`src/rtl/intc_pkg.sv`:
```
package intc_pkg;
  localparam int NUM_SRC = 6;
  localparam int LVL_W   = 2;
  localparam int NUM_LVL = 1 << LVL_W;
  localparam int IDX_W   = $clog2(NUM_SRC);
  localparam int NUM_EXT = 2;

  typedef logic [LVL_W-1:0] lvl_t;
  typedef logic [IDX_W-1:0] idx_t;

  typedef enum int unsigned {
    SRC_X0  = 0,
    SRC_T0  = 1,
    SRC_X1  = 2,
    SRC_T1  = 3,
    SRC_SER = 4,
    SRC_T2  = 5
  } src_e;

  // timers always cleared by hardware on acknowledge
  localparam logic [NUM_SRC-1:0] TMR_HWCLR = (NUM_SRC'(1) << SRC_T0) | (NUM_SRC'(1) << SRC_T1);
endpackage

```
`src/rtl/intc_ext_req.sv`:
```
module intc_ext_req #(
  parameter int SYNC_STAGES = 2
) (
  input  logic clk_i,
  input  logic rst_ni,
  input  logic pin_ni,
  input  logic edge_mode_i,
  input  logic hw_clr_i,
  output logic req_o
);
  logic [SYNC_STAGES-1:0] sync_q;
  logic last_q, flag_q, pin_s, fall;

  assign pin_s = sync_q[SYNC_STAGES-1];
  assign fall  = last_q & ~pin_s;

  always_ff @(posedge clk_i or negedge rst_ni) begin
    if (!rst_ni) begin
      sync_q <= '1;
      last_q <= 1'b1;
      flag_q <= 1'b0;
    end else begin
      sync_q <= {sync_q[SYNC_STAGES-2:0], pin_ni};
      last_q <= pin_s;
      if (!edge_mode_i)   flag_q <= 1'b0;
      else if (fall)      flag_q <= 1'b1;  // new edge beats clear
      else if (hw_clr_i)  flag_q <= 1'b0;
    end
  end

  assign req_o = edge_mode_i ? flag_q : ~pin_s;
endmodule

```
`src/rtl/intc_arb.sv`:
```
module intc_arb
  import intc_pkg::*;
(
  input  logic [NUM_SRC-1:0] req_i,
  input  logic [NUM_SRC-1:0] pri_hi_i,
  input  logic [NUM_SRC-1:0] pri_lo_i,
  input  logic               svc_act_i,
  input  lvl_t               svc_lvl_i,
  output logic               win_vld_o,
  output idx_t               win_idx_o,
  output lvl_t               win_lvl_o
);
  always_comb begin
    lvl_t cand;
    win_vld_o = 1'b0;
    win_idx_o = '0;
    win_lvl_o = '0;
    // scan downward; ">=" lets lower index take ties
    for (int i = NUM_SRC - 1; i >= 0; i--) begin
      cand = {pri_hi_i[i], pri_lo_i[i]};
      if (req_i[i] && (!svc_act_i || cand > svc_lvl_i) &&
          (!win_vld_o || cand >= win_lvl_o)) begin
        win_vld_o = 1'b1;
        win_idx_o = idx_t'(i);
        win_lvl_o = cand;
      end
    end
  end
endmodule

```
`src/rtl/intc_lvl_stack.sv`:
```
module intc_lvl_stack
  import intc_pkg::*;
(
  input  logic clk_i,
  input  logic rst_ni,
  input  logic push_i,
  input  lvl_t push_lvl_i,
  input  logic pop_i,
  output logic act_o,
  output lvl_t cur_lvl_o
);
  logic [NUM_LVL-1:0] map_q, top_oh;

  always_comb begin
    cur_lvl_o = '0;
    for (int l = 0; l < NUM_LVL; l++) begin
      if (map_q[l]) cur_lvl_o = lvl_t'(l);
    end
    act_o  = |map_q;
    top_oh = act_o ? (NUM_LVL'(1) << cur_lvl_o) : '0;
  end

  always_ff @(posedge clk_i or negedge rst_ni) begin
    if (!rst_ni)     map_q <= '0;
    else if (pop_i)  map_q <= map_q & ~top_oh;
    else if (push_i) map_q <= map_q | (NUM_LVL'(1) << push_lvl_i);
  end
endmodule

```
`src/rtl/intc_nest_top.sv`:
```
module intc_nest_top
  import intc_pkg::*;
#(
  parameter int         SYNC_STAGES = 2,
  parameter logic [7:0] ADDR_EN     = 8'hA8,
  parameter logic [7:0] ADDR_PRI_HI = 8'hB7,
  parameter logic [7:0] ADDR_PRI_LO = 8'hB8,
  parameter logic [7:0] VEC_BASE    = 8'h03,
  parameter logic [7:0] VEC_STRIDE  = 8'h08
) (
  input  logic               clk_i,
  input  logic               rst_ni,
  input  logic               reg_we_i,
  input  logic [7:0]         reg_addr_i,
  input  logic [7:0]         reg_wdata_i,
  output logic [7:0]         reg_rdata_o,
  input  logic [NUM_EXT-1:0] ext_n_i,
  input  logic [NUM_EXT-1:0] ext_edge_i,
  input  logic               tmr0_ovf_i,
  input  logic               tmr1_ovf_i,
  input  logic               ser_flag_i,
  input  logic               tmr2_flag_i,
  input  logic               ack_i,
  input  logic               reti_i,
  output logic               irq_o,
  output logic [7:0]         vector_o,
  output logic [NUM_SRC-1:0] clr_o,
  output logic [LVL_W-1:0]   cur_lvl_o,
  output logic               in_svc_o
);
  localparam int PAD_W = 8 - NUM_SRC;

  logic               glb_en_q;
  logic [NUM_SRC-1:0] src_en_q, pri_hi_q, pri_lo_q;
  logic [NUM_SRC-1:0] raw_req, elig_req, clr_cap;
  logic [NUM_EXT-1:0] ext_req;
  logic               win_vld, take;
  idx_t               win_idx;
  lvl_t               win_lvl, svc_lvl;
  logic               svc_act;
  logic [7:0]         vector_q;
  logic [NUM_SRC-1:0] clr_q;

  always_ff @(posedge clk_i or negedge rst_ni) begin
    if (!rst_ni) begin
      glb_en_q <= 1'b0;
      src_en_q <= '0;
      pri_hi_q <= '0;
      pri_lo_q <= '0;
    end else if (reg_we_i) begin
      if (reg_addr_i == ADDR_EN) begin
        glb_en_q <= reg_wdata_i[7];
        src_en_q <= reg_wdata_i[NUM_SRC-1:0];
      end
      if (reg_addr_i == ADDR_PRI_HI) pri_hi_q <= reg_wdata_i[NUM_SRC-1:0];
      if (reg_addr_i == ADDR_PRI_LO) pri_lo_q <= reg_wdata_i[NUM_SRC-1:0];
    end
  end

  always_comb begin
    reg_rdata_o = '0;
    if (reg_addr_i == ADDR_EN)     reg_rdata_o = {glb_en_q, {(PAD_W-1){1'b0}}, src_en_q};
    if (reg_addr_i == ADDR_PRI_HI) reg_rdata_o = {{PAD_W{1'b0}}, pri_hi_q};
    if (reg_addr_i == ADDR_PRI_LO) reg_rdata_o = {{PAD_W{1'b0}}, pri_lo_q};
  end

  assign take = ack_i & win_vld & ~reti_i;

  for (genvar g = 0; g < NUM_EXT; g++) begin : g_ext
    localparam int SRC_IDX = 2 * g;  // externals sit at even indices
    intc_ext_req #(.SYNC_STAGES(SYNC_STAGES)) u_ext (
      .clk_i      (clk_i),
      .rst_ni     (rst_ni),
      .pin_ni     (ext_n_i[g]),
      .edge_mode_i(ext_edge_i[g]),
      .hw_clr_i   (take && (win_idx == idx_t'(SRC_IDX))),
      .req_o      (ext_req[g])
    );
  end

  assign raw_req  = {tmr2_flag_i, ser_flag_i, tmr1_ovf_i, ext_req[1], tmr0_ovf_i, ext_req[0]};
  assign elig_req = raw_req & src_en_q & {NUM_SRC{glb_en_q}};
  assign clr_cap  = TMR_HWCLR | (NUM_SRC'(ext_edge_i[0]) << SRC_X0) | (NUM_SRC'(ext_edge_i[1]) << SRC_X1);

  intc_arb u_arb (
    .req_i    (elig_req),
    .pri_hi_i (pri_hi_q),
    .pri_lo_i (pri_lo_q),
    .svc_act_i(svc_act),
    .svc_lvl_i(svc_lvl),
    .win_vld_o(win_vld),
    .win_idx_o(win_idx),
    .win_lvl_o(win_lvl)
  );

  intc_lvl_stack u_stack (
    .clk_i     (clk_i),
    .rst_ni    (rst_ni),
    .push_i    (take),
    .push_lvl_i(win_lvl),
    .pop_i     (reti_i),
    .act_o     (svc_act),
    .cur_lvl_o (svc_lvl)
  );

  always_ff @(posedge clk_i or negedge rst_ni) begin
    if (!rst_ni) begin
      vector_q <= '0;
      clr_q    <= '0;
    end else begin
      clr_q <= take ? ((NUM_SRC'(1) << win_idx) & clr_cap) : '0;
      if (take) vector_q <= VEC_BASE + VEC_STRIDE * 8'(win_idx);
    end
  end

  assign irq_o     = win_vld;
  assign vector_o  = vector_q;
  assign clr_o     = clr_q;
  assign cur_lvl_o = svc_lvl;
  assign in_svc_o  = svc_act;
endmodule

```
`config.mk`:
```
export PLATFORM = sky130hd
export DESIGN_NAME = intc_nest_top
export DESIGN_NICKNAME = d
export VERILOG_FILES = /design/src/rtl/intc_pkg.sv /design/src/rtl/intc_ext_req.sv /design/src/rtl/intc_arb.sv /design/src/rtl/intc_lvl_stack.sv /design/src/rtl/intc_nest_top.sv
export SDC_FILE = /design/constraint.sdc
export NUM_CORES = 1
export LEC_CHECK = 0
export BUFFER_PORTS_ARGS = -buffer_cell sky130_fd_sc_hd__buf_4
export CORE_UTILIZATION = 55
export DETAILED_ROUTE_END_ITERATION = 10
export GPL_TIMING_DRIVEN = 0
export MAX_ROUTING_LAYER = met4
export PLACE_DENSITY = 0.8
export SYNTH_ARGS = -nofsm -noshare
export SYNTH_HDL_FRONTEND = slang
export SYNTH_SLANG_ARGS = --single-unit
```
`constraint.sdc`:
```
create_clock -name clk_i -period 17.9 [get_ports clk_i]
set_clock_uncertainty 0.05 [all_clocks]
set_input_delay 2.685 -clock clk_i [delete_from_list [all_inputs] [get_ports clk_i]]
set_output_delay 2.685 -clock clk_i [all_outputs]
set_load 0.01 [all_outputs]
```
After elaboration in Yosys (flattened, before gate mapping)
Cells that the tools add are included.
- bits in read-only memories: 0
- bits in writable memories: 0
- bits of input ports: 29
- bits in latches: 0
- memories: 0
- flip-flop bits (word level): 45
- output and inout port bits: 26
- order comparisons: 11
- muxes and demuxes: 36
- div/mod/pow operators: 0
- add/subtract/negate cells: 1
- reduce and logical (&&, ||, !) cells: 36
- equality and inequality tests: 6
- shift operators: 3
- bitwise logic cells: 14
- multiply operators: 0
- operators by type and width (operator ; number):
    equality test 8 bit (second input constant) ; 3
    2-to-1 mux 8 bit ; 3
    2-to-1 mux 3 bit ; 6
    2-to-1 mux 2 bit ; 8
    2-to-1 mux 1 bit ; 15
    logical AND 1 bit ; 13
    AND 6 bit ; 2
    greater-than comparator 2 bit ; 6
    2-to-1 mux 4 bit ; 3
    logical OR 1 bit ; 11
    greater-or-equal comparator 2 bit ; 5
    << shifter 1 x 2 -> 4 bit (first input constant) ; 2
    adder 2 x 6 -> 7 bit (first input constant) ; 1
    AND 6 x 4 -> 6 bit ; 1
    logical NOT 1 bit ; 6
    2-to-1 mux 6 bit ; 1
    inequality test 3 x 1 -> 1 bit (second input constant) ; 2
    AND reduction 2 bit ; 3
    << shifter 1 x 3 -> 6 bit (first input constant) ; 1
    AND 1 bit ; 4
    AND 4 bit ; 1
    NOT 4 bit ; 1
    OR 4 x 3 -> 4 bit ; 1
    OR 4 bit ; 1
    5 further kinds ; 7

Longest topological paths before layout
Gate-level depths: netlist of the first run.
- depth in word-level cells: 33
- mapped depth: 38
- depth with buffers taken out: 38

Modules after synthesis
A second synthesis of the first run with hierarchy kept.
- cell total of the unflattened synthesis: 245
- area total of the unflattened synthesis: 2686.3 um2
- by module, submodules not included (module ; times used ; seq. area each (um2) ; cells each ; area an instance (um2)):
    intc_nest_top ; 1 ; 675.6 ; 103 ; 1331.3
    intc_arb ; 1 ; 0.0 ; 105 ; 863.3
    intc_ext_req ; 2 ; 103.8 ; 9 ; 143.9
    intc_lvl_stack ; 1 ; 100.1 ; 19 ; 203.9

Worst setup path before layout of the first run
Ideal clock, no wire load.
- path kind: input to register
- start: input tmr2_flag_i
- end: register u_stack.map_q[2]
- cell stages on the path: 34
- arrival: 8.423 ns
- slack: 9.317 ns
- cell sequence: nand3_1 > a21oi_2 > and2_1 > ha_1 > nand2b_1 > a21oi_1 > a211o_1 > nand2_1 > ha_1 > nand2b_1 > a21oi_1 > a211oi_1 > a31oi_1 > ha_1 > nand2b_1 > a21oi_1 > o21a_1 > nand2b_1 > nand2_1 > o21ai_0 > ha_1 > nand2b_1 > a21oi_1 > o31ai_1 > a22oi_1 > a21boi_1 > a31oi_1 > ha_1 > nand2b_1 > a21o_1 > o21bai_2 > o21a_1 > a22oi_1 > o41ai_1
- cells in the longest elaborated chain, start to end: 28
- elaborated cells between the ends (all ways): 42
- RTL lines (item ; line ; RTL):
    start: declaration ; intc_nest_top.sv:22 ; input logic tmr2_flag_i,
    AND 6 bit * (2 in a row) ; intc_nest_top.sv:82 ; assign elig_req = raw_req & src_en_q & {NUM_SRC{glb_en_q}};
    logical AND 1 bit * ; intc_arb.sv:21 ; if (req_i[i] && (!svc_act_i || cand > svc_lvl_i) &&
    2-to-1 mux 2 bit or 2-to-1 mux 1 bit (tied branches) ; intc_arb.sv:21 ;
    greater-or-equal comparator 2 bit or logical NOT 1 bit (tied branches) ; intc_arb.sv:22 ; (!win_vld_o || cand >= win_lvl_o)) begin
    logical OR 1 bit ; intc_arb.sv:22 ;
    logical AND 1 bit ; intc_arb.sv:21 ;
    2-to-1 mux 2 bit or 2-to-1 mux 1 bit (tied branches) ; intc_arb.sv:21 ;
    greater-or-equal comparator 2 bit or logical NOT 1 bit (tied branches) ; intc_arb.sv:22 ;
    (+11 left out) ; - ;
    greater-or-equal comparator 2 bit or logical NOT 1 bit (tied branches) ; intc_arb.sv:22 ;
    logical OR 1 bit ; intc_arb.sv:22 ;
    logical AND 1 bit ; intc_arb.sv:21 ;
    2-to-1 mux 2 bit ; intc_arb.sv:21 ;
    << shifter 1 x 2 -> 4 bit ; intc_lvl_stack.sv:26 ; else if (push_i) map_q <= map_q | (NUM_LVL'(1) << push_lvl_i);
    OR 4 bit ; intc_lvl_stack.sv:26 ;
    2-to-1 mux 4 bit ; intc_lvl_stack.sv:26 ;
    2-to-1 mux 4 bit ; intc_lvl_stack.sv:25 ; else if (pop_i) map_q <= map_q & ~top_oh;
    end signal: assignment ; intc_lvl_stack.sv:25 ;
    end signal: assignment ; intc_lvl_stack.sv:26 ;
    end: declaration ; intc_lvl_stack.sv:12 ; logic [NUM_LVL-1:0] map_q, top_oh;
Mark *: on every way between the ends. The rest lies on a longest branch, timed or not. The select of a mux whose other input is x is not followed.
A chain may end at the register's enable or synchronous reset.

Worst setup path after layout of the first run
- start: input tmr2_flag_i
- end: register clr_q[2], in the netlist clr_o[2]
- cells in the longest elaborated chain, start to end: 27
- elaborated cells between the ends (all ways): 45
- RTL lines (item ; line ; RTL):
    AND 6 bit * (2 in a row) ; intc_nest_top.sv:82 ;
    logical AND 1 bit * ; intc_arb.sv:21 ;
    2-to-1 mux 2 bit or 2-to-1 mux 1 bit (tied branches) ; intc_arb.sv:21 ;
    greater-or-equal comparator 2 bit or logical NOT 1 bit (tied branches) ; intc_arb.sv:22 ;
    logical OR 1 bit ; intc_arb.sv:22 ;
    logical AND 1 bit ; intc_arb.sv:21 ;
    2-to-1 mux 2 bit or 2-to-1 mux 1 bit (tied branches) ; intc_arb.sv:21 ;
    greater-or-equal comparator 2 bit or logical NOT 1 bit (tied branches) ; intc_arb.sv:22 ;
    (+10 left out) ; - ;
    2-to-1 mux 2 bit or 2-to-1 mux 1 bit (tied branches) ; intc_arb.sv:21 ;
    greater-or-equal comparator 2 bit or logical NOT 1 bit (tied branches) ; intc_arb.sv:22 ;
    logical OR 1 bit ; intc_arb.sv:22 ;
    logical AND 1 bit ; intc_arb.sv:21 ;
    2-to-1 mux 3 bit or 2-to-1 mux 1 bit (tied branches) ; intc_arb.sv:21 ;
    << shifter 1 x 3 -> 6 bit or AND 1 bit (tied branches) ; intc_nest_top.sv:111, intc_nest_top.sv:67 ;
    AND 6 x 4 -> 6 bit or AND 1 bit (tied branches) ; intc_nest_top.sv:111, intc_nest_top.sv:67 ;
    2-to-1 mux 6 bit * ; intc_nest_top.sv:111 ; clr_q <= take ? ((NUM_SRC'(1) << win_idx) & clr_cap) : '0;
    end signal: assignment ; intc_nest_top.sv:111 ;
    end: declaration ; intc_nest_top.sv:42 ; logic [NUM_SRC-1:0] clr_q;
Mark *: on every way between the ends. The rest lies on a longest branch, timed or not.

==> results of run 1 <==
-- layer usage --
metal,share of wire,routed length [um],vias to the layer above,global-route usage
met5,0,0,-,-
met4,0.012,67,0,0.0733
met3,0.063,355,7,0.0491
met2,0.47,2670,72,0.366
met1,0.45,2560,1043,0.339
li1,-,-,1045,-
-- state kept, by name (all words and copies together), names as in the netlist --
name and cells:
src_en_q 6, pri_lo_q 6, g_ext.u_ext.last_q 2, vector_o 4
pri_hi_q 6, g_ext.u_ext.flag_q 2, clr_o 4, u_stack.map_q 4
glb_en_q 1, g_ext.u_ext.sync_q 4
-- metrics by stage --
stage / hold slack [ps] / cells
after floorplan: 295 / 257
after global placement: 296 / 356
after detailed placement: 299 / 356
after CTS: 309 / 364
after global routing: 310 / 364
final: 307 / 364
-- cell usage after synthesis, types with 4 or more instances --
cell type,number
inv_1,15
nand3_1,6
a21o_1,4
a21oi_1,10
a221o_1,5
buf_4,8
nor3_1,8
dfrtp_1,33
nand2b_1,9
o21ai_0,16
ha_1,22
mux2_2,19
nor2b_1,5
nor2_1,8
nand2_1,21
dfstp_2,6
-- power by group --
part	total, mW	switching (mW)	internal, mW
sequential	0.0948	0.00296	0.0918
clock	0.0575	0.0299	0.0276
combinational	0.0197	0.00968	0.0100
-- path summary, 6_finish.rpt --
path,from,to,slack (ps),cells past startpoint
setup / recovery,tmr2_flag_i,clr_o[2],8600,35
hold / removal,g_ext[1].u_ext.sync_q[0],g_ext[1].u_ext.sync_q[1],310,0
setup reg to reg,u_stack.map_q[1],clr_o[2],9390,38
hold reg to reg,g_ext[1].u_ext.sync_q[0],g_ext[1].u_ext.sync_q[1],310,0
max in group asynchronous,rst_ni,g_ext[1].u_ext.sync_q[0],15140,1
min in group asynchronous,rst_ni,clr_o[3],2290,1
-- kinds of logic (layout without fill, tap and decap cells) --
family / Yosys count / count (layout) / share of synthesized area
AO/OA/AOI/OAI: 76 / 76 / 0.233
adder cells (fa/ha/maj): 22 / 22 / 0.107
buffers and inverters: 26 / 81 / 0.0501
flip-flops: 39 / 39 / 0.382
multiplexers: 19 / 19 / 0.0832
other: 1 / 6 / 0.00146
AND/OR/NAND/NOR: 69 / 69 / 0.143
-- layout make-up --
class                           count  area, um^2  share of cell area
Clock buffer                        7        76.3              0.0247
Tap cell                           52        65.1              0.0210
Clock inverter                      1        7.51             0.00243
Buffer                             10        68.8              0.0223
Inverter                           16        60.1              0.0194
Timing Repair Buffer               47         353               0.114
Sequential cell                    39         983               0.318
Multi-Input combinational cell    192        1480               0.478
-- worst register-to-register path: cells and delay by family, from the launching register on --
| family | cells | cell delay (ps) |
|---|---|---|
| buf+inv | 1 | 50 |
| compound gates | 18 | 4320 |
| flops | 1 | 420 |
| simple gates | 13 | 1920 |
| fa+ha+maj | 6 | 1680 |
==> reports/metrics.yaml, run 1 <==
place:
  dpl_cell_area_um2: 3010
  io_buffer_count: 47
  dp_hpwl_um: 4400
  pre_cts_slack_ps: 8330
  place.gp.congestion: 0.893
critical_path:
  startpoint_type: "input port"
  crit_path_frequent_cell: "nand2b_1"
  worstPathRequired_ps: 18070
  cpMaxStageDelayCell: "a21oi_1"
  cpPeakStageDelay_ps: 360
  path_buf_inv: 1
  critPathKind: "input port to flop"
  arrival_ps: 9470
  crit_family: "compound AO/OA/AOI/OAI gates"
  crit_fanout: 7
  crit_path_end_kind: "flop"
clock_network:
  clock_latency_ps: 290
  path_clk_slew_ps: 60
  cts.sinks: 39
  postCtsSetupBuffers: 0
  cts-root-buf: "clkbuf_8"
  cts_buffer_depth: 2
  cts_tree: "yes"
  cts_hold_repair.buffers: 0
  cts_buffers: 5
  cts.repair.resized: 0
  cts_htree_levels: 2
grt:
  grt_pass1_wl_um: 9170
  grt_use_total: 0.246
  antenna_found_initial: 0
  grt_max_degree: 40
  grt_pass1_vias: 1989
  grt.overflow.total: 0
layout:
  fin_area_um2: 3090
  final_common_cell: "buf_4"
  finalNetCount: 362
  n_antenna_cell: 0
  final_cell_mix: "55 x buf_4, 33 x dfrtp_1, 22 x ha_1"
  syn2layout_area_growth_pct: 20.2
  drive_gt1_frac: 0.340
  finish.utilization: 0.700
  fillerInstances: 347
sta:
  fin_crit_sh: 0.519
  fin_tns_setup_ps: 0
  finalSetupViolations: 0
  period_needed_ps: 9300
  setup_ws_ps: 8600
  clock.fmax_mhz: 108
  worst_pin_slew_ps: 1060
  drv_slew: 0
  grt_setup_unrepaired: "false"
  hold_viol_final: 0
  relSlewSlack: 0.286
floorplanning:
  die-height_um: 70.4
  rows: 24
  ios: 55
  start_util: 0.582
  die_width_um: 70.4
  coreArea_um2: 4410
  design.die.area_um2: 4950
logic_synthesis:
  netlist_area_um2: 2570
  synthFlopType: "dfrtp_1"
  synthTopCellsByArea: "dfrtp_1 32%, ha_1 11%, mux2_2 8.3%"
  netlist_instances: 252
  async_reset_ff_frac: 1.00
  synth_top_area_frac: 0.321
  synth_edf_count: 0
  yosys.area.top_type: "dfrtp_1"
  yosys_register_bits: 39
  ys_warn_count: 0
  avgSynthCellArea_um2: 10.2
  ys_seq_area_frac: 0.382
  synthDistinctLibCells: 54
detailed_routing:
  remaining_drc_errors: 0
  routed_via_density: 5.95
  drtPass1Iterations: 4
  drt_iter0_markers: 151
  final_antenna_net_count: 0
  vias: 2167
  routedWlPerCell_um: 15.5
  wl_um: 5660
flow_run:
  cap_violations: 0
pwr:
  power.leakage_nw: 1.50
  ir_drop_mv: 0.0442
  p_total_mw: 0.172
  p_per_area_nw_per_um2: 55.6
run_status:
  outcome: "finished clean"
min_path:
  hold_path.class: "flop to flop"
No activity file was read; power rests on OpenSTA's default activity.
==> run 2, diff against run 1 <==
==> constraint.sdc (replaced) <==
create_clock -name clk_i -period 9.2 [get_ports clk_i]
set_clock_uncertainty 0.05 [all_clocks]
set_input_delay 1.38 -clock clk_i [delete_from_list [all_inputs] [get_ports clk_i]]
set_output_delay 1.38 -clock clk_i [all_outputs]
set_load 0.01 [all_outputs]
==> run 2 against run 1 <==
- critical path depth increased by 2
- global-route usage unchanged
- first-iteration DRC count unchanged
- critical path type is now flop to flop
- largest power group unchanged
==> reports/metrics.yaml, run 2 (same netlist as run 1, synthesis figures left out) <==
clock_network:
  clock_latency_ps: 290
  cts_buffers: 5
  cts_htree_levels: 2
  postCtsSetupBuffers: 0
  cts-root-buf: "clkbuf_8"
  cts_tree: "yes"
  cts_hold_repair.buffers: 0
  cts_buffer_depth: 2
  cts.sinks: 39
  path_clk_slew_ps: 80
detailed_routing:
  drt-met1-wl_um: 2580
  final_antenna_net_count: 0
  vias: 2172
  routedWlPerCell_um: 15.5
  drtPass1Iterations: 4
  remaining_drc_errors: 0
  route.met2.wl_um: 2670
  top_layer: "met4"
  wl_met3_um: 328
  drt_iter0_markers: 151
  routed_via_density: 5.97
  wl_um: 5640
sta:
  drv_slew: 0
  fin_tns_setup_ps: 0
  finalSetupViolations: 0
  fin_crit_sh: 0.911
  grt_setup_unrepaired: "false"
  hold_viol_final: 0
  worst_pin_slew_ps: 803
  clock.fmax_mhz: 119
  period_needed_ps: 8380
  relSlewSlack: 0.461
grt:
  antenna_found_initial: 0
  grt_pass1_wl_um: 9170
  grt_use_total: 0.246
  grt_max_degree: 40
  grt.overflow.total: 0
  grt_pass1_vias: 1989
pwr:
  p_per_area_nw_per_um2: 108
  switching_share: 0.247
  p_int_mw: 0.252
  pwr-share-comb: 0.115
  p_switching_mw: 0.0828
  seqPwrFrac: 0.551
  p_clk_frac: 0.334
  power.leakage_nw: 1.50
  p_total_mw: 0.335
  ir_drop_mv: 0.0860
layout:
  final_common_cell: "buf_4"
  n_antenna_cell: 0
  fin_cells: 364
  fillerInstances: 347
  finalNetCount: 362
  top_regs: "pri_hi_q x6, pri_lo_q x6, src_en_q x6"
  drive_gt1_frac: 0.340
  fin_area_um2: 3090
  finish.utilization: 0.700
  final_cell_mix: "55 x buf_4, 33 x dfrtp_1, 22 x ha_1"
  syn2layout_area_growth_pct: 20.2
critical_path:
  cpMaxStageDelayCell: "nor2_1"
  crit_cells: 37
  worstPathRequired_ps: 9370
  reg2reg_slack_ps: 820
  r2r-start: "u_stack.map_q[2]"
  cpPeakStageDelay_ps: 590
  critPathKind: "flop to flop"
  endpoint: "clr_o[2]"
  path_buf_inv: 0
  startpoint_type: "flop"
  crit_path_end_kind: "flop"
  crit_family: "compound AO/OA/AOI/OAI gates"
  arrival_ps: 8550
  r2r_cells: 37
  startpoint: "u_stack.map_q[2]"
  r2r_end: "clr_o[2]"
  crit_fanout: 7
min_path:
  hold_path.class: "flop to flop"
  hold_start: "g_ext[1].u_ext.sync_q[0]"
  hold_depth: 0
floorplanning:
  die_width_um: 70.4
  ios: 55
  die-height_um: 70.4
  coreArea_um2: 4410
  design.die.area_um2: 4950
  start_util: 0.582
  rows: 24
run_status:
  outcome: "finished clean"
place:
  dpl_cell_area_um2: 3010
  io_buffer_count: 47
  place.gp.congestion: 0.893
  dpl.cell_count: 356
  dp_hpwl_um: 4400
flow_run:
  cap_violations: 0
==> run 2: worst min path at each step <==
stage / end
global route: g_ext[1].u_ext.sync_q[1]
global placement: g_ext[0].u_ext.sync_q[1]
detailed placement: g_ext[0].u_ext.sync_q[1]
finish: g_ext[1].u_ext.sync_q[1]
floorplan: g_ext[0].u_ext.sync_q[1]
CTS: g_ext[0].u_ext.sync_q[1]
==> run 2: repair_timing <==
item                                    in CTS  in global routing
endpoints found under the setup margin       0                  3
endpoints found under the hold margin        0                  0
gates resized for setup                      0                  1
==> run 2: layer usage <==
layer	track usage	vias to the layer above
met5	-	-
met4	0.0733	0
met3	0.0491	7
met2	0.366	70
met1	0.339	1051
li1	-	1044
==> run 2: cell type report <==
class / instances / area [um^2] / share of cell area
Tap cell: 52 / 65.1 / 0.0210
Timing Repair Buffer: 47 / 353 / 0.114
Sequential cell: 39 / 983 / 0.318
Multi-Input combinational cell: 192 / 1480 / 0.478
Clock inverter: 1 / 7.51 / 0.00243
Buffer: 10 / 68.8 / 0.0223
Clock buffer: 7 / 76.3 / 0.0247
Inverter: 16 / 60.1 / 0.0194
==> run 2: worst register-to-register path: cells and delay by family, from the launching register on <==
family	cells	cell delay [ps]
DFF	1	440
and+or+nand+nor	14	2600
adders and majority gates	6	1700
AOI/OAI and AO/OA	17	3520
==> run 2: power by group through the flow <==
stage	Sequential, mW	Combinational (mW)	Clock (mW)
finish	0.184	0.0384	0.112
global route	0.185	0.0430	0.124
CTS	0.184	0.0388	0.114
detailed placement	0.187	0.0386	0
global placement	0.187	0.0372	0
floorplan	0.186	0.0203	0
==> run 2: per-stage QoR <==
stage	hold slack [ps]	setup WS, ps
floorplan	295	1840
global placement	296	845
detailed placement	299	649
CTS	309	625
global route	310	208
finish	307	821
==> run 3, diff against run 2 <==
--- a/config.mk
+++ b/config.mk
@@ -11,6 +11,8 @@
 export GPL_TIMING_DRIVEN = 0
 export MAX_ROUTING_LAYER = met4
 export PLACE_DENSITY = 0.8
+export SLEW_MARGIN = 25
 export SYNTH_ARGS = -nofsm -noshare
 export SYNTH_HDL_FRONTEND = slang
+export SYNTH_HIERARCHICAL = 1
 export SYNTH_SLANG_ARGS = --single-unit
==> run 3 against run 2 <==
- fmax is 1.5% lower
- largest power group unchanged
- hold slack better by 1.1 ps
- count of clock-buffer cells in the layout down 1
- cell count is 2.2% higher
- largest cell class unchanged
- sequential share of layout area down 1.8 points
- clock power rose by 12%
- global-route usage is 1.3 points higher
- combinational power rose by 6.3%
- die area up 4.3%
- via count grew 0.28%
- synthesized cell count fell by 2.8%
==> reports/metrics.yaml, run 3 <==
run_status:
  outcome: "finished clean"
critical_path:
  worstPathRequired_ps: 9340
  crit_path_frequent_cell: "ha_1"
  cpPeakStageDelay_ps: 430
  cpMaxStageDelayCell: "dfrtp_1"
  critPathKind: "flop to flop"
  startpoint_type: "flop"
  crit_fanout: 8
  r2r_cells: 38
  arrival_ps: 8650
  crit_path_end_kind: "flop"
layout:
  finalNetCount: 355
  syn2layout_area_growth_pct: 22.1
  fin_cells: 372
  finish.utilization: 0.695
  n_antenna_cell: 0
  drive_gt1_frac: 0.377
  fin_area_um2: 3280
  final_cell_mix: "54 x buf_4, 33 x dfrtp_1, 23 x mux2_2"
  top_regs: "pri_hi_q x6, pri_lo_q x6, src_en_q x6"
  final_common_cell: "buf_4"
sta:
  hold_viol_final: 0
  relSlewSlack: 0.566
  worst_pin_slew_ps: 648
  setup_ws_ps: 694
  holdWs_ps: 308
  fin_tns_setup_ps: 0
  period_needed_ps: 8510
  fin_crit_sh: 0.925
  grt_setup_unrepaired: "false"
  drv_slew: 0
  finalSetupViolations: 0
  clock.fmax_mhz: 118
pwr:
  ir_drop_mv: 0.0831
  switching_share: 0.256
  power.leakage_nw: 1.61
  p_total_mw: 0.351
  p_clk_frac: 0.357
  p_switching_mw: 0.0900
  seqPwrFrac: 0.527
  pwr-share-comb: 0.116
  p_per_area_nw_per_um2: 107
  p_int_mw: 0.261
detailed_routing:
  wl_um: 5970
  remaining_drc_errors: 0
  drt_iter0_markers: 129
  vias: 2178
  drtPass1Iterations: 5
  routed_via_density: 5.85
  routedWlPerCell_um: 16.0
  final_antenna_net_count: 0
logic_synthesis:
  yosys.area.top_type: "dfrtp_1"
  synthAdderAreaFrac: 0.102
  ys_seq_area_frac: 0.366
  synth_top_family_by_area: "simple AND/OR/NAND/NOR gates"
  avgSynthCellArea_um2: 11.0
  synthFlopType: "dfrtp_1"
  async_reset_ff_frac: 1.00
  synth_compound_area_frac: 0.189
  synthTopCellsByArea: "dfrtp_1 31%, ha_1 10%, mux2_2 9.6%"
  synthMuxAreaShare: 0.0964
  synthDistinctLibCells: 66
  netlist_instances: 245
  yosys.area_share.xor_xnor: 0
  synth_commonest_cells: "33 x dfrtp_1, 23 x mux2_2, 22 x ha_1"
  synthSimpleGateAreaFrac: 0.203
  yosys_register_bits: 39
  synth.most_common_cell: "dfrtp_1"
  synth_edf_count: 0
  ys_warn_count: 6
  synth_top_area_frac: 0.307
  netlist_area_um2: 2690
floorplanning:
  ios: 55
  die_width_um: 71.9
  die-height_um: 71.9
  design.die.area_um2: 5170
  start_util: 0.569
  rows: 25
  coreArea_um2: 4720
clock_network:
  clock_latency_ps: 300
  cts_buffer_depth: 2
  path_clk_slew_ps: 80
  cts_tree: "yes"
  cts.sinks: 39
  cts_htree_levels: 2
  cts_buffers: 5
  cts-root-buf: "clkbuf_8"
grt:
  antenna_found_initial: 0
  grt_pass1_vias: 2142
  grt_use_total: 0.258
  grt.overflow.total: 0
  grt_max_degree: 40
  grt_pass1_wl_um: 9900
place:
  place.gp.congestion: 0.907
  pre_cts_slack_ps: 247
  io_buffer_count: 46
  dp_hpwl_um: 4410
  dpl.cell_count: 363
  dpl_cell_area_um2: 3140
min_path:
  hold_path.class: "flop to flop"
  hold_depth: 0
flow_run:
  cap_violations: 0
==> run 3: changes by cell type after synthesis, moves of 5 or more <==
cell       change
inv_1          -5
a21oi_1        -5
nand3_1        +5
nand2_1       -13
and3_1         +5
o21ai_0       -11
a2bb2oi_1      +6
nor3_1         -7
==> run 3: timing repair <==
action | 4_1_cts | 5_1_grt
hold endpoints to repair | 0 | 0
setup buffers | 0 | 1
endpoints found under the setup margin | 0 | 8
gates resized for setup | 0 | 5
hold buffers | 0 | 0
==> run 3: path summary, 6_finish.rpt <==
kind                                     startpoint                       end  slack (ps)
max                                u_stack/map_q[3]     g_ext[1].u_ext/flag_q         690
min                        g_ext[0].u_ext/sync_q[0]  g_ext[0].u_ext/sync_q[1]         310
max reg2reg                        u_stack/map_q[3]     g_ext[1].u_ext/flag_q         690
min reg2reg                g_ext[0].u_ext/sync_q[0]  g_ext[0].u_ext/sync_q[1]         310
max in group asynchronous                    rst_ni  g_ext[1].u_ext/sync_q[0]        7730
min in group asynchronous                    rst_ni          u_stack/map_q[3]        1000
==> run 3: cell families after synthesis <==
| kind of cell | Yosys count |
|---|---|
| AND/OR/NAND/NOR | 80 |
| AO/OA/AOI/OAI | 58 |
| flip-flops | 39 |
| multiplexers | 23 |
| buffers and inverters | 22 |
| adder cells (fa/ha/maj) | 22 |
| other | 1 |
==> run 3: power groups by stage <==
stage | combinational (mW) | clock (mW) | sequential (mW)
floorplan | 0.0217 | 0 | 0.186
global placement | 0.0386 | 0 | 0.188
detailed placement | 0.0402 | 0 | 0.188
CTS | 0.0405 | 0.130 | 0.185
global route | 0.0454 | 0.136 | 0.186
finish | 0.0408 | 0.125 | 0.185
==> run 3: final cells by class <==
type	instances	area [um^2]
multi-input combinational	189	1650
fill	372	1440
sequential	39	983
timing repair buffer	47	353
tap	67	83.8
clock buffer	6	82.6
buffer	11	70.1
inverter	11	41.3
clock inverter	2	13.8
==> run 3: routing by layer <==
metal	wire length, um	track usage	up-vias
met5	0	-	-
met4	114	0.0915	0
met3	220	0.0436	12
met2	2900	0.419	64
met1	2730	0.327	1057
li1	-	-	1045
==> run 3: critical path: cells and delay by family, from the launching register on <==
kind / cells / cell delay [ps]
buffers and inverters: 2 / 280
AND/OR/NAND/NOR: 12 / 2030
multiplexers: 1 / 360
flip-flops: 1 / 430
adder cells (fa/ha/maj): 6 / 1670
AO/OA/AOI/OAI: 17 / 3570
